**config.mk**
```make
export PLATFORM = sky130hd
export DESIGN_NAME = nmi_edge_irq
export DESIGN_NICKNAME = d
export VERILOG_FILES = /design/src/rtl/nmi_pkg.sv /design/src/rtl/nmi_sync.sv /design/src/rtl/nmi_prescaler.sv /design/src/rtl/nmi_filter.sv /design/src/rtl/nmi_edge_irq.sv
export SDC_FILE = /design/constraint.sdc
export NUM_CORES = 1
export LEC_CHECK = 0
export BUFFER_PORTS_ARGS = -buffer_cell sky130_fd_sc_hd__buf_2
export CELL_PAD_IN_SITES_DETAIL_PLACEMENT = 1
export CELL_PAD_IN_SITES_GLOBAL_PLACEMENT = 2
export CORE_MARGIN = 8
export CORE_UTILIZATION = 32
export DETAILED_ROUTE_END_ITERATION = 8
export PLACE_DENSITY_LB_ADDON = 0.05
export SYNTH_ARGS = -nofsm -noshare
export SYNTH_HDL_FRONTEND = slang
export SYNTH_SLANG_ARGS = --single-unit
export TNS_END_PERCENT = 30
```
**constraint.sdc**
```tcl
create_clock -name clk -period 2.9 [get_ports clk]
set_clock_uncertainty 0.1 [all_clocks]
set_input_delay 0.145 -clock clk [delete_from_list [all_inputs] [get_ports clk]]
set_output_delay 0.145 -clock clk [all_outputs]
set_load 0.01 [all_outputs]
```
**src/rtl/nmi_pkg.sv**
```systemverilog
package nmi_pkg;

    typedef enum logic [1:0] {
        IRQ_OFF     = 2'd0,
        IRQ_ARMED   = 2'd1,
        IRQ_PENDING = 2'd2
    } irq_state_t;

    typedef enum logic [1:0] {
        FLT_STEADY = 2'd0,
        FLT_ONE    = 2'd1,
        FLT_TWO    = 2'd2
    } flt_state_t;

    localparam logic [1:0] ADDR_EDGE = 2'd0;
    localparam logic [1:0] ADDR_FILT = 2'd1;
    localparam logic [1:0] ADDR_RATE = 2'd2;
    localparam logic [1:0] ADDR_CTRL = 2'd3;

    localparam int POL_BIT = 3;
    localparam int FEN_BIT = 0;
    localparam int ARM_BIT = 0;
    localparam int CLR_BIT = 1;
    localparam int REQ_BIT = 7;

endpackage

```
**src/rtl/nmi_sync.sv**
```systemverilog
module nmi_sync #(
    parameter int STAGES = 2
) (
    input  logic clk,
    input  logic rst_n,
    input  logic din,
    output logic dout
);
    logic [STAGES-1:0] chain_q;

    always_ff @(posedge clk or negedge rst_n) begin
        if (!rst_n) begin
            chain_q <= '0;
        end else begin
            chain_q <= {chain_q[STAGES-2:0], din};
        end
    end

    assign dout = chain_q[STAGES-1];
endmodule

```
**src/rtl/nmi_prescaler.sv**
```systemverilog
module nmi_prescaler #(
    parameter int DIV_0 = 1,
    parameter int DIV_1 = 8,
    parameter int DIV_2 = 32,
    parameter int DIV_3 = 64
) (
    input  logic       clk,
    input  logic       rst_n,
    input  logic [1:0] rate_sel,
    output logic       strobe
);
    localparam int MAXDIV = (DIV_3 > 2) ? DIV_3 : 2;
    localparam int CW     = $clog2(MAXDIV);

    logic [CW-1:0] cnt_q;
    logic [CW-1:0] limit;

    always_comb begin
        unique case (rate_sel)
            2'd0:    limit = CW'(DIV_0 - 1);
            2'd1:    limit = CW'(DIV_1 - 1);
            2'd2:    limit = CW'(DIV_2 - 1);
            default: limit = CW'(DIV_3 - 1);
        endcase
    end

    assign strobe = (cnt_q >= limit);

    always_ff @(posedge clk or negedge rst_n) begin
        if (!rst_n) begin
            cnt_q <= '0;
        end else if (strobe) begin
            cnt_q <= '0;
        end else begin
            cnt_q <= cnt_q + 1'b1;
        end
    end
endmodule

```
**src/rtl/nmi_filter.sv**
```systemverilog
module nmi_filter
    import nmi_pkg::*;
(
    input  logic clk,
    input  logic rst_n,
    input  logic enable,
    input  logic strobe,
    input  logic din,
    output logic level
);
    flt_state_t state_q;
    flt_state_t state_d;
    logic       differs;
    logic       flip;

    assign differs = (din != level);

    always_comb begin
        state_d = FLT_STEADY;
        flip    = 1'b0;
        unique case (state_q)
            FLT_STEADY: state_d = differs ? FLT_ONE : FLT_STEADY;
            FLT_ONE:    state_d = differs ? FLT_TWO : FLT_STEADY;
            FLT_TWO: begin
                state_d = FLT_STEADY;
                flip    = differs;
            end
            default:    state_d = FLT_STEADY;
        endcase
    end

    // state register
    always_ff @(posedge clk or negedge rst_n) begin
        if (!rst_n) begin
            state_q <= FLT_STEADY;
        end else if (!enable) begin
            state_q <= FLT_STEADY;
        end else if (strobe) begin
            state_q <= state_d;
        end
    end

    // output register: tracks the pin while disabled (preload)
    always_ff @(posedge clk or negedge rst_n) begin
        if (!rst_n) begin
            level <= 1'b0;
        end else if (!enable) begin
            level <= din;
        end else if (strobe && flip) begin
            level <= din;
        end
    end
endmodule

```
**src/rtl/nmi_edge_irq.sv**
```systemverilog
module nmi_edge_irq
    import nmi_pkg::*;
#(
    parameter int SYNC_STAGES = 2,
    parameter int RATE_DIV_0  = 1,
    parameter int RATE_DIV_1  = 8,
    parameter int RATE_DIV_2  = 32,
    parameter int RATE_DIV_3  = 64
) (
    input  logic       clk,
    input  logic       rst_n,
    input  logic       nmi_pin,
    input  logic       bus_wr,
    input  logic [1:0] bus_addr,
    input  logic [7:0] bus_wdata,
    output logic [7:0] bus_rdata,
    output logic       irq_req
);
    irq_state_t state_q;
    irq_state_t state_d;

    logic       pol_q;
    logic       fen_q;
    logic [1:0] sel_q;
    logic       sync_lvl;
    logic       flt_lvl;
    logic       strobe;
    logic       cond_lvl;
    logic       prev_q;
    logic       edge_hit;
    logic       irq_en;
    logic       cfg_open;
    logic       ctrl_wr;
    logic       arm_req;
    logic       clr_req;
    logic       unused_wdata;

    assign unused_wdata = ^{bus_wdata[7:4], bus_wdata[2]};

    nmi_sync #(.STAGES(SYNC_STAGES)) u_sync (
        .clk   (clk),
        .rst_n (rst_n),
        .din   (nmi_pin),
        .dout  (sync_lvl)
    );

    nmi_prescaler #(
        .DIV_0 (RATE_DIV_0),
        .DIV_1 (RATE_DIV_1),
        .DIV_2 (RATE_DIV_2),
        .DIV_3 (RATE_DIV_3)
    ) u_presc (
        .clk      (clk),
        .rst_n    (rst_n),
        .rate_sel (sel_q),
        .strobe   (strobe)
    );

    nmi_filter u_filt (
        .clk    (clk),
        .rst_n  (rst_n),
        .enable (fen_q),
        .strobe (strobe),
        .din    (sync_lvl),
        .level  (flt_lvl)
    );

    assign cond_lvl = fen_q ? flt_lvl : sync_lvl;
    assign edge_hit = (cond_lvl != prev_q) && (cond_lvl == pol_q);

    assign cfg_open = (state_q == IRQ_OFF);
    assign ctrl_wr  = bus_wr && (bus_addr == ADDR_CTRL);
    assign arm_req  = ctrl_wr && bus_wdata[ARM_BIT];
    assign clr_req  = ctrl_wr && bus_wdata[CLR_BIT];

    // configuration registers, locked once armed
    always_ff @(posedge clk or negedge rst_n) begin
        if (!rst_n) begin
            pol_q <= 1'b0;
            fen_q <= 1'b0;
            sel_q <= 2'b00;
        end else if (bus_wr && cfg_open) begin
            unique case (bus_addr)
                ADDR_EDGE: pol_q <= bus_wdata[POL_BIT];
                ADDR_FILT: fen_q <= bus_wdata[FEN_BIT];
                ADDR_RATE: sel_q <= bus_wdata[1:0];
                default:   ;
            endcase
        end
    end

    always_ff @(posedge clk or negedge rst_n) begin
        if (!rst_n) begin
            prev_q <= 1'b0;
        end else begin
            prev_q <= cond_lvl;
        end
    end

    // interrupt sequencer: next state
    always_comb begin
        state_d = state_q;
        unique case (state_q)
            IRQ_OFF:     if (arm_req) state_d = IRQ_ARMED;
            IRQ_ARMED:   if (edge_hit) state_d = IRQ_PENDING;
            IRQ_PENDING: if (!edge_hit && clr_req) state_d = IRQ_ARMED;
            default:     state_d = IRQ_OFF;
        endcase
    end

    // interrupt sequencer: state register
    always_ff @(posedge clk or negedge rst_n) begin
        if (!rst_n) begin
            state_q <= IRQ_OFF;
        end else begin
            state_q <= state_d;
        end
    end

    // interrupt sequencer: outputs
    always_comb begin
        irq_en  = 1'b0;
        irq_req = 1'b0;
        unique case (state_q)
            IRQ_OFF:     ;
            IRQ_ARMED:   irq_en = 1'b1;
            IRQ_PENDING: begin
                irq_en  = 1'b1;
                irq_req = 1'b1;
            end
            default:     ;
        endcase
    end

    always_comb begin
        bus_rdata = 8'h00;
        unique case (bus_addr)
            ADDR_EDGE: bus_rdata[POL_BIT] = pol_q;
            ADDR_FILT: bus_rdata[FEN_BIT] = fen_q;
            ADDR_RATE: bus_rdata[1:0]     = sel_q;
            default: begin
                bus_rdata[ARM_BIT] = irq_en;
                bus_rdata[REQ_BIT] = irq_req;
            end
        endcase
    end
endmodule

```
## Word-level counts from Yosys, hierarchy flattened

Cells that the tools add are included.

- Flip-flop bits (word level): 18
- Input port bits: 14
- Output and inout port bits: 9
- Logic and storage cells: 67

- $add $sub $neg: 1
- $lt $le $gt $ge: 1
- Equal/unequal tests: 17
- Multiplexer cells: 21
- Reductions and logical operators: 18

Operators with widths:

| cell | number |
|---|---|
| $pmux W6 S3 | 1 |
| $mux W2 | 6 |
| $eq A2 B2 Y1 const B | 5 |
| $mux W1 | 10 |
| $eq A2 B1 Y1 const B | 4 |
| $logic_not A2 Y1 | 4 |
| $logic_and A1 B1 Y1 | 7 |
| $add A6 B1 Y6 const B | 1 |
| $ge A6 B6 Y1 | 1 |
| $mux W6 | 1 |
| $ne A2 B1 Y1 const B | 3 |
| $pmux W2 S3 | 1 |
| $reduce_and A2 Y1 | 3 |
| $ne A2 B2 Y1 const B | 2 |
| $pmux W2 S2 | 1 |
| $pmux W1 S3 | 1 |
| $reduce_and A3 Y1 | 1 |
| $reduce_or A3 Y1 | 1 |
| $ne A1 B1 Y1 | 2 |
| $reduce_or A2 Y1 | 1 |
| $eq A1 B1 Y1 | 1 |
| $logic_not A1 Y1 | 1 |

## Depth between registers and ports, before layout

Gate-level depths: netlist (run 1).

- Depth after elaboration: 7
- Depth in mapped cells: 9
- Gate-level depth less buffers: 8

## Cells and area by module

Synthesis (run 1) repeated with hierarchy kept, for this count alone.

- Cell total of the unflattened synthesis: 106
- Area total of the unflattened synthesis: 1121.1 um^2

By module, submodules not included:

| module | times used | cells an instance | area an instance (um^2) | seq. area each (um^2) |
|---|---|---|---|---|
| nmi_edge_irq | 1 | 44 | 474.2 | 175.2 |
| nmi_prescaler | 1 | 46 | 440.4 | 150.1 |
| nmi_filter | 1 | 14 | 156.4 | 75.1 |
| nmi_sync | 1 | 2 | 50.0 | 50.0 |

## Worst setup path after synthesis (run 1)

No wires, ideal clock.

- Path type: reg2reg
- Start point: register sel_q[1]
- End point: register u_filt.level
- Setup time: 125 ps
- Arrival time: 1858 ps
- Data required time: 2675 ps
- Slack: 817 ps
- Cell stages (with the launch flop): 9
- Buffers on the path: 0
- Period minus slack after synthesis: 2083 ps
- Path through: dfrtp_1 -> nor2_1 -> inv_1 -> ha_1 -> nor2_1 -> a21oi_1 -> or3_1 -> a41o_1 -> mux2_4

- Longest elaborated chain between the ends: 5
- Elaborated cells between the ends (all ways): 7
- Those cells by class: order compare: 1; eq/ne: 3; mux: 1; reduce/logical: 2

RTL lines:

| element | RTL line | source |
|---|---|---|
| from (decl) | nmi_edge_irq.sv:24 | `logic [1:0] sel_q;` |
| from (signal assigned) | nmi_edge_irq.sv:86 | `ADDR_RATE: sel_q <= bus_wdata[1:0];` |
| $eq A2 B2 Y1 (tied with other cells) | nmi_prescaler.sv:19 | `unique case (rate_sel)` |
| $pmux W6 S3 (*) | nmi_prescaler.sv:19 |  |
| $ge A6 B6 Y1 (*) | nmi_prescaler.sv:27 | `assign strobe = (cnt_q >= limit);` |
| $logic_and A1 B1 Y1 (*) | nmi_filter.sv:49 | `end else if (strobe && flip) begin` |
| $ne A2 B1 Y1 (no line) (*) | - |  |
| to (signal assigned) | nmi_filter.sv:48 | `level <= din;` |
| to (signal assigned) | nmi_filter.sv:50 | `level <= din;` |
| to (decl) | nmi_filter.sv:9 | `output logic level` |

Every way passes the cells marked *; elsewhere a longest branch is shown, timed or not.
A chain may end at the register's enable or synchronous reset.

## Worst setup path after layout (run 1)

Ends and elaborated chain as after synthesis.

==> results by group, run 1 <==
Setup path
  • Slowest cell on crit path: dfrtp_1
  • CP peak stage delay: roughly 0.44 ns
  • CP cell instances: nor2_1 -> ha_1 -> o21ai_0 -> a21oi_1 -> or3_1 -> a41o_1 -> mux2_4
  • R2R depth: 7
  • Required time worst endpoint: approximately 3 ns
  • Worst path arrival time: between 2 and 2.5 ns
  • CP Class: register to register
  • Element type at the critical path start: register
  • Buf/Inv on CP: 0
  • Critical Path Stages: 7
  • CP delay by family, top: simple AND/OR/NAND/NOR gates
  • Setup crit end kind: register
  • Crit-path max FO: 6

Placement
  • I/O Buffers: 13
  • Post-DP HPWL: ~1800 um
  • Post-Place Worst Slack: about 0.65 ns
  • Global placer's final weighted congestion: between 0.7 and 0.8
  • Placed instance area: between 1000 and 1500 um2

Synth
  • Cell taking the most area after synthesis: dfrtp_1
  • Synth Instances: approximately 110
  • Ys flop type: dfrtp_1
  • Synth cell types: 35
  • Largest cells by area after synthesis: dfrtp_1 (42%), ha_1 (11%), mux2_2 (4.2%), nor2_1 (3.9%), mux2i_1 (3.8%)
  • Most frequent cell after synthesis: dfrtp_1
  • Ys async rst share: 100%
  • Number of synthesized flops with an enable pin: 0
  • Seq/Total Area, Yosys: a little over two fifths
  • Mean post-synth cell area: approximately 9.9 um2
  • Register bit total from synthesis: 18
  • Top cells by count, synth: dfrtp_1 (18), nor2_1 (11), ha_1 (9), inv_1 (9), nand2_1 (8)
  • Post-synth top area share: 42.5%
  • Post-Synthesis Cell Area: roughly 1100 um2
  • Yosys warning count: 0

GRT
  • Largest net degree at the start of global routing: 19
  • First-pass GRT wire length: 3920 um
  • Vias in the first global route: between 800 and 900
  • Initial antenna violation count: 0
  • Grt ovf: 0
  • Total Routing Usage GR: 9.42%

CTS
  • Max Root-Sink Buffers: 2
  • # hold bufs at CTS: 5
  • Clock-pin slew on the worst setup and hold paths: 0.11 ns
  • Cell at the root of the clock tree: clkbuf_4
  • Htree depth: 1
  • Num CTS Buffers: 3
  • Clock Latency Late Sink: ~0.3 ns
  • TritonCTS clock tree: done
  • Clk sinks: 18
  • Post-CTS setup buffer count: 0
  • # resized after CTS: 0

Status
  • Status: finished, final reports clean

Routing
  • Met1 Wirelength: 1080 um
  • Routed vias/inst: 4.58
  • DRT iter0 DRCs: 18
  • DRT Pass-1 Iters: 5
  • Uppermost routed layer: met4
  • Wire length on met2: approximately 1100 um
  • Routed wire per std cell: approximately 13 um
  • DR WL met3: 67 um
  • Final WL: approximately 2300 um
  • DRC viols: 0
  • Routed vias: roughly 800
  • Final ANT Viol Nets: 0

Power and ir drop
  • Clock share of power: between 10 and 15%
  • Logic pwr share: a little under half
  • Final Power: approximately 1.2 mW
  • Leakage: 0.598 nW
  • Maximum vdd ir drop: between 0.3 and 0.4 mV
  • Sequential Power Share: roughly two fifths
  • Pint: around 700 uW
  • Sw power: 472 uW
  • Switching Share: around 40%
  • PD cells: around 930 nW/um2

Floorplan
  • # rows: 21
  • Die Ht: approximately 74 um
  • Top Ports: 23
  • Die ar.: 5410 um2
  • Starting Density: about a third
  • Die X: 73.6 um
  • Core area: around 3300 um2

Cells and area
  • Cell area after layout: 1240 um2
  • Layout cells sized above 1: approximately 20%
  • Area growth syn-to-layout: 16.5%
  • Final core utilization: a little under two fifths
  • N_diodes: 0
  • Net count of the finished layout: 150

Timing
  • Final Hold Violating Endpoints: 0
  • Setup violators final: 0
  • Min Tclk post-route: 2.26 ns
  • Fin. max-slew vios: 0
  • Tcrit/Tclk final: between 70% and 80%
  • F_max: 443 MHz
  • Post-Route Setup TNS: 0 ns
  • Min setup slack post-route: 0.644 ns
  • RSZ-0062 raised after global routing: no

Min path
  • Hold Path Stages: 3
  • Hold Crit Class: input pin to register

Run
  • Maxcap violations: 0
-- cell usage in the layout (no fill, tap or decap), types with 2 or more instances in the layout --
cell type and instances:
a31oi_1 2, buf_2 13, clkbuf_4 3, conb_1 4, dfrtp_1 18, dlygate4sd3_1 5
ha_1 9, inv_1 9, mux2_2 4, mux2i_1 4, nand2_1 8, nand2b_1 2
nand3_1 5, nand4_1 2, nor2_1 11, nor3b_1 2, o21ai_0 3, xnor2_1 3
xor2_1 2
-- area by class of cell --
| type | count | area (um2) |
|---|---|---|
| timing repair buffer | 18 | 115 |
| multi-input combinational | 77 | 543 |
| clock buffer | 4 | 36.3 |
| fill | 404 | 2020 |
| inverter | 9 | 33.8 |
| tap | 46 | 57.6 |
| sequential | 18 | 450 |
-- metal layers --
metal,vias up,track usage [%]
li1,392,-
met1,387,11.2
met2,6,15.5
met3,2,2.46
met4,0,3.99
met5,-,0
-- final timing paths --
kind / startpoint / to / slack [ns]
worst min-delay path: bus_wr / sel_q[1]$_DFFE_PN0P_ / 0.16
worst max register to register: sel_q[1]$_DFFE_PN0P_ / u_filt.level$_DFFE_PN0P_ / 0.64
worst max-delay path: sel_q[1]$_DFFE_PN0P_ / u_filt.level$_DFFE_PN0P_ / 0.64
worst min register to register: u_sync.chain_q[0]$_DFF_PN0_ / u_sync.chain_q[1]$_DFF_PN0_ / 0.27
max in group asynchronous: rst_n / prev_q$_DFF_PN0_ / 2.19
min in group asynchronous: rst_n / u_filt.state_q[1]$_DFFE_PN0P_ / 0.20
-- worst reg2reg max path, cell delays in order, from the launching register on --
cell     delay [ns]
dfrtp_1        0.44
nor2_1         0.19
ha_1           0.26
o21ai_0        0.19
a21oi_1        0.06
or3_1          0.35
a41o_1         0.27
mux2_4         0.30
-- sequential cells by signal, indices dropped and copies added (netlist names) --
name,count
prev_q,1
u_presc.cnt_q,6
u_filt.state_q,2
pol_q,1
state_q,2
u_filt.level,1
u_sync.chain_q,2
fen_q,1
sel_q,2
-- power by group through the flow --
stage / registers (mW) / clock network (mW) / logic [mW]
after global placement: 0.446 / 0 / 0.525
after floorplan: 0.424 / 0 / 0.453
after global routing: 0.462 / 0.181 / 0.630
after CTS: 0.445 / 0.171 / 0.563
final: 0.443 / 0.161 / 0.551
after detailed placement: 0.451 / 0 / 0.551
-- cell families (layout without fill, tap and decap cells) --
group	after synthesis	after routing	share of synthesized area (%)
and+or+nand+nor	35	35	15.7
DFF	18	18	42.5
AOI/OAI and AO/OA	15	15	9.91
buffers and inverters	15	31	7.43
adders and majority gates	9	9	10.6
muxes	9	9	9.43
xor gates and xnor gates	5	5	4.13
other	1	4	0.353
-- stage by stage --
stage / std cells / hold slack [ns]
6_report: 172 / 0.164
5_1_grt: 172 / 0.182
4_1_cts: 172 / 0.151
3_5_place_dp: 163 / 0.0139
3_3_place_gp: 163 / 0.00401
2_1_floorplan: 110 / -0.251
Power figures use the tool's default switching activity.
==> inputs of run 2 (changes only) <==
--- a/config.mk
+++ b/config.mk
@@ -5,11 +5,12 @@
 export SDC_FILE = /design/constraint.sdc
 export NUM_CORES = 1
 export LEC_CHECK = 0
+export ABC_AREA = 1
 export BUFFER_PORTS_ARGS = -buffer_cell sky130_fd_sc_hd__buf_2
 export CELL_PAD_IN_SITES_DETAIL_PLACEMENT = 1
 export CELL_PAD_IN_SITES_GLOBAL_PLACEMENT = 2
 export CORE_MARGIN = 8
-export CORE_UTILIZATION = 32
+export CORE_UTILIZATION = 31
 export DETAILED_ROUTE_END_ITERATION = 8
 export PLACE_DENSITY_LB_ADDON = 0.05
 export SYNTH_ARGS = -nofsm -noshare
==> constraint.sdc (replaced) <==
create_clock -name clk -period 2.3 [get_ports clk]
set_clock_uncertainty 0.1 [all_clocks]
set_input_delay 0.115 -clock clk [delete_from_list [all_inputs] [get_ports clk]]
set_output_delay 0.115 -clock clk [all_outputs]
set_load 0.01 [all_outputs]
==> run 2 against run 1 <==
Synthesized area up 9.2%. Die area is 9.9% higher. Worst setup slack lost 0.17 ns. Wire length increased by 17%. Core utilization down 1.2 points. Cell area is 8.0% higher. Global-route usage is essentially flat. First-iteration DRC count is 39% higher. Sequential power is 24% higher. Non-clock buffer count is 3 lower. Critical path type unchanged. Largest cell class unchanged.
==> results by group, run 2 <==
Setup path
  • Slowest cell on crit path: dfrtp_1
  • Setup crit end kind: register
  • Crit-path max FO: 6
  • CP Class: register to register
  • CP cell instances: nor2_1 -> inv_1 -> ha_1 -> o21ai_0 -> nand2_1 -> nand3_2 -> nand3_2 -> nand3_1 -> nand2_1
  • CP delay by family, top: simple AND/OR/NAND/NOR gates
  • CP peak stage delay: between 0.4 and 0.5 ns
  • Buf/Inv on CP: 1
  • Worst Setup SP: sel_q[1]$_DFFE_PN0P_
  • Element type at the critical path start: register
  • Required time worst endpoint: ~2.4 ns
  • Worst path arrival time: 1.88 ns
  • R2R Path Start: sel_q[1]$_DFFE_PN0P_

Timing
  • Min Tclk post-route: between 1.5 and 2 ns
  • RSZ-0062 raised after global routing: no
  • Setup violators final: 0
  • Min setup slack post-route: between 0.4 and 0.5 ns
  • F_max: around 550 MHz
  • Tcrit/Tclk final: between 70% and 80%
  • Post-Route Setup TNS: 0 ns
  • Final Hold Violating Endpoints: 0
  • Fin. max-slew vios: 0
  • Worst hold slack: 0.00757 ns

Cells and area
  • N_diodes: 0
  • Commonest non-fill, non-tap cell in the layout: nand2_1
  • Net count of the finished layout: about 190
  • Most frequent cells in the layout: nand2_1 (31), inv_1 (20), dfrtp_1 (18)
  • Final core utilization: 36.7%
  • FILL cells: roughly 460
  • Multi-input gate area: 602 um2
  • Area growth syn-to-layout: 15.2%
  • Layout cells sized above 1: a little over a fifth
  • Cell area after layout: around 1300 um2
  • Non-filler cells, final: between 200 and 250
  • Register area: 450 um2
  • Largest Register: u_presc.cnt_q
  • Max reg flops: 6

Routing
  • DRT iter0 DRCs: 25
  • Final WL: roughly 2700 um
  • Met1 Wirelength: approximately 1300 um
  • DRC viols: 0
  • Uppermost routed layer: met4
  • Routed wire per std cell: around 13 um
  • Routed vias: approximately 960
  • DR WL met3: ~99 um
  • Wire length on met2: about 1300 um
  • DRT Pass-1 Iters: 4
  • Routed vias/inst: about 4.5
  • Final ANT Viol Nets: 0

Min path
  • Hold path start: bus_wdata[3]
  • Hold Crit Class: input pin to register

Synth
  • Register bit total from synthesis: 18
  • Ys async rst share: 100%
  • Synth cell types: 26
  • Ys flop type: dfrtp_1
  • Most frequent cell after synthesis: nand2_1
  • Post-Synthesis Cell Area: 1160 um2
  • Post-synth top area share: about 39%
  • Cell taking the most area after synthesis: dfrtp_1
  • Seq/Total Area, Yosys: 38.9%
  • Synth Instances: between 100 and 150
  • Yosys warning count: 0
  • Top cells by count, synth: nand2_1 (31), inv_1 (20), dfrtp_1 (18), nor2_1 (15), nand3_1 (11)
  • Number of synthesized flops with an enable pin: 0
  • Largest cells by area after synthesis: dfrtp_1 (39%), nand2_1 (10%), ha_1 (9.7%), inv_1 (6.5%), nor2_1 (4.9%)
  • Mean post-synth cell area: roughly 8 um2

Placement
  • Placed instance area: about 1300 um2
  • Inst Count DP: 206
  • I/O Buffers: 13
  • Post-Place Worst Slack: approximately 0.43 ns
  • Post-DP HPWL: between 2000 and 2500 um
  • Global placer's final weighted congestion: approximately 0.69

Floorplan
  • # rows: 22
  • Core area: 3630 um2
  • Starting Density: about a third
  • Die X: between 70 and 80 um
  • Die Ht: slightly below 80 um
  • Top Ports: 23
  • Die ar.: between 5000 and 6000 um2

GRT
  • First-pass GRT wire length: around 4700 um
  • Largest net degree at the start of global routing: 19
  • Total Routing Usage GR: 9.46%
  • Vias in the first global route: approximately 1000
  • Grt ovf: 0
  • Initial antenna violation count: 0

CTS
  • Clock-pin slew on the worst setup and hold paths: around 0.070 ns
  • Htree depth: 1
  • Cell at the root of the clock tree: clkbuf_8
  • Max Root-Sink Buffers: 2
  • Clock Latency Late Sink: about 0.25 ns
  • TritonCTS clock tree: done
  • Clk sinks: 18
  • Num CTS Buffers: 3
  • # resized after CTS: 0

Power and ir drop
  • PD cells: between 1000 and 1500 nW/um2
  • Leakage: around 0.7 nW
  • Maximum vdd ir drop: between 0.5 and 0.6 mV
  • Final Power: roughly 1.6 mW

Run
  • Maxcap violations: 0

Status
  • Status: finished, final reports clean
[run 2: cell families after synthesis]
kind of cell,share of synthesized area [%]
XOR/XNOR,1.51
AO/OA/AOI/OAI,6.37
buffers and inverters,10.2
other,0.324
adder cells (fa/ha/maj),9.72
flip-flops,38.9
AND/OR/NAND/NOR,33.0
[run 2: worst min-delay path, stage by stage]
cell,delay [ns]
buf_2,0.08
nor2_1,0.03
a21oi_1,0.10
[run 2: cell type report]
cell class / instances / share of cell area [%]
multi-input combinational: 105 / 45.1
sequential: 18 / 33.7
timing repair buffer: 15 / 6.37
inverter: 22 / 6.19
tap: 48 / 4.50
clock buffer: 4 / 4.12
[run 2: report_power, final]
group          internal (mW)  switching (mW)
registers              0.433           0.116
clock network          0.152           0.114
logic                  0.296           0.529
[run 2: timing repair]
item,4_1_cts,5_1_grt
hold endpoints to repair,19,0
hold buffers,2,0
setup buffers,0,0
setup endpoints to repair,0,0
[run 2: final timing paths]
check,endpoint,slack (ns),depth (start not counted)
worst max-delay path,u_filt.level$_DFFE_PN0P_,0.47,9
worst min-delay path,pol_q$_DFFE_PN0P_,0.008,3
worst min register to register,u_sync.chain_q[1]$_DFF_PN0_,0.25,0
min in group asynchronous,u_filt.state_q[1]$_DFFE_PN0P_,0.22,2
worst max register to register,u_filt.level$_DFFE_PN0P_,0.47,9
max in group asynchronous,u_presc.cnt_q[1]$_DFF_PN0_,1.58,2
[run 2: routing by layer]
layer / up-vias / track usage [%]
met2: 11 / 16.0
met1: 447 / 11.6
met5: - / 0
li1: 493 / -
met4: 0 / 1.70
met3: 4 / 2.68
==> inputs of run 3 (changes only) <==
==> constraint.sdc (replaced) <==
create_clock -name clk -period 1.8 [get_ports clk]
set_clock_uncertainty 0.1 [all_clocks]
set_input_delay 0.09 -clock clk [delete_from_list [all_inputs] [get_ports clk]]
set_output_delay 0.09 -clock clk [all_outputs]
set_load 0.01 [all_outputs]
==> run 3 against run 2 <==
Wire length decreased by 1.7%. Sequential cell count did not move. Cell area increased by 2.9%. Via count unchanged. Core utilization is 1.1 points higher. Sequential power increased by 25%. Count of clock-buffer cells in the layout did not move.
==> results by group, run 3 (synthesis gave the netlist of run 2 again) <==
Cells and area
  • Net count of the finished layout: between 150 and 200
  • Layout cells sized above 1: 23.8%
  • Largest Register: u_presc.cnt_q
  • Max reg flops: 6
  • Final core utilization: 37.8%
  • N_diodes: 0
  • Commonest non-fill, non-tap cell in the layout: nand2_1
  • Area growth syn-to-layout: 18.6%
  • Non-filler cells, final: roughly 220
  • Most frequent cells in the layout: nand2_1 (31), inv_1 (20), dfrtp_1 (18)

Min path
  • Hold Path Stages: 3
  • Hold Crit Class: input pin to register

Floorplan
  • Core area: between 3000 and 4000 um2
  • Die ar.: about 5900 um2
  • Die Ht: just under 80 um
  • Top Ports: 23
  • # rows: 22
  • Starting Density: a little under a third
  • Die X: 77.1 um

Setup path
  • CP Class: register to register
  • Required time worst endpoint: 1.85 ns
  • Setup crit end kind: register
  • Critical Path Stages: 10
  • Crit path top cell by count: nand2_1
  • CP cell instances: buf_4 -> nand2_1 -> ha_1 -> inv_1 -> nor2_2 -> nand3_2 -> nand3_2 -> nand2_1 -> nand2_1 -> nand2_1
  • Crit-path max FO: 5
  • Buf/Inv on CP: 2
  • Worst path arrival time: around 1.8 ns
  • CP peak stage delay: 0.37 ns
  • CP delay by family, top: simple AND/OR/NAND/NOR gates
  • Slowest cell on crit path: dfrtp_1
  • R2R depth: 10
  • Element type at the critical path start: register

Placement
  • Post-Place Worst Slack: roughly 0.058 ns
  • Post-DP HPWL: between 2000 and 2500 um
  • I/O Buffers: 13
  • Inst Count DP: roughly 210
  • Global placer's final weighted congestion: roughly 0.73

Routing
  • Final WL: 2640 um
  • DRC viols: 0
  • Routed vias: between 900 and 1000
  • DRT Pass-1 Iters: 4
  • Final ANT Viol Nets: 0
  • Routed wire per std cell: 12.2 um
  • DRT iter0 DRCs: 24
  • Routed vias/inst: 4.42

Power and ir drop
  • PD cells: approximately 1600 nW/um2
  • Leakage: approximately 0.74 nW
  • Maximum vdd ir drop: between 0.4 and 0.5 mV

Timing
  • Fin. max-slew vios: 0
  • Min Tclk post-route: roughly 1.7 ns
  • Post-Route Setup TNS: 0 ns
  • Min setup slack post-route: around 0.1 ns
  • RSZ-0062 raised after global routing: no
  • Final Hold Violating Endpoints: 0
  • Setup violators final: 0
  • F_max: roughly 600 MHz
  • Worst hold slack: about 0.033 ns
  • Tcrit/Tclk final: 94.6%

GRT
  • Initial antenna violation count: 0
  • Vias in the first global route: approximately 1000
  • First-pass GRT wire length: between 4000 and 5000 um
  • Total Routing Usage GR: around a tenth
  • Largest net degree at the start of global routing: 19
  • Grt ovf: 0

CTS
  • Clock-pin slew on the worst setup and hold paths: ~0.070 ns
  • Num CTS Buffers: 3
  • Htree depth: 1
  • Cell at the root of the clock tree: clkbuf_8
  • TritonCTS clock tree: done
  • Max Root-Sink Buffers: 2
  • Post-CTS setup buffer count: 0
  • Clock Latency Late Sink: 0.25 ns
  • Clk sinks: 18

Run
  • Maxcap violations: 0

Status
  • Status: finished, final reports clean
[run 3: path summary, 6_finish.rpt]
path | from | to | slack [ns]
setup / recovery | sel_q[1]$_DFFE_PN0P_ | u_filt.level$_DFFE_PN0P_ | 0.1
hold / removal | bus_wdata[1] | sel_q[1]$_DFFE_PN0P_ | 0.03
setup reg to reg | sel_q[1]$_DFFE_PN0P_ | u_filt.level$_DFFE_PN0P_ | 0.1
hold reg to reg | u_sync.chain_q[0]$_DFF_PN0_ | u_sync.chain_q[1]$_DFF_PN0_ | 0.26
max in group asynchronous | rst_n | state_q[1]$_DFFE_PN0P_ | 1.10
min in group asynchronous | rst_n | u_filt.state_q[1]$_DFFE_PN0P_ | 0.20
[run 3: timing repair]
action,CTS,global route
gates resized for setup,0,3
hold buffers,3,0
hold endpoints to repair,20,0
setup endpoints to repair,0,6
[run 3: power by group]
group	switching (mW)	internal [mW]
sequential	0.132	0.554
combinational	0.714	0.433
clock	0.134	0.194
[run 3: layer usage]
layer	up-vias	GRT usage, %	wire length, um
li1	499	-	-
met1	444	11.9	1280
met2	10	15.6	1240
met3	2	3.03	103
met4	0	2.26	19
met5	-	0	0
[run 3: final cells by class]
cell class,count,area (um2)
inverters,22,82.6
clock buffers,4,55.1
flip-flops and latches,18,450
well taps,48,60.1
repair buffers,19,118
fillers,481,2260
multi-input cells,105,608
[run 3: per-stage QoR]
| step | total power [mW] | area (um2) |
|---|---|---|
| after floorplan | 1.50 | 1170 |
| after global routing | 2.40 | 1370 |
| after CTS | 2.19 | 1370 |
| final | 2.16 | 1370 |
| after global placement | 1.80 | 1280 |
| after detailed placement | 1.84 | 1280 |
[run 3: worst register-to-register path, delay by kind of cell, from the launching register on]
kind          cells  cell delay (ns)
simple gates      7             0.60
fa+ha+maj         1             0.30
flops             1             0.37
buf+inv           2             0.24
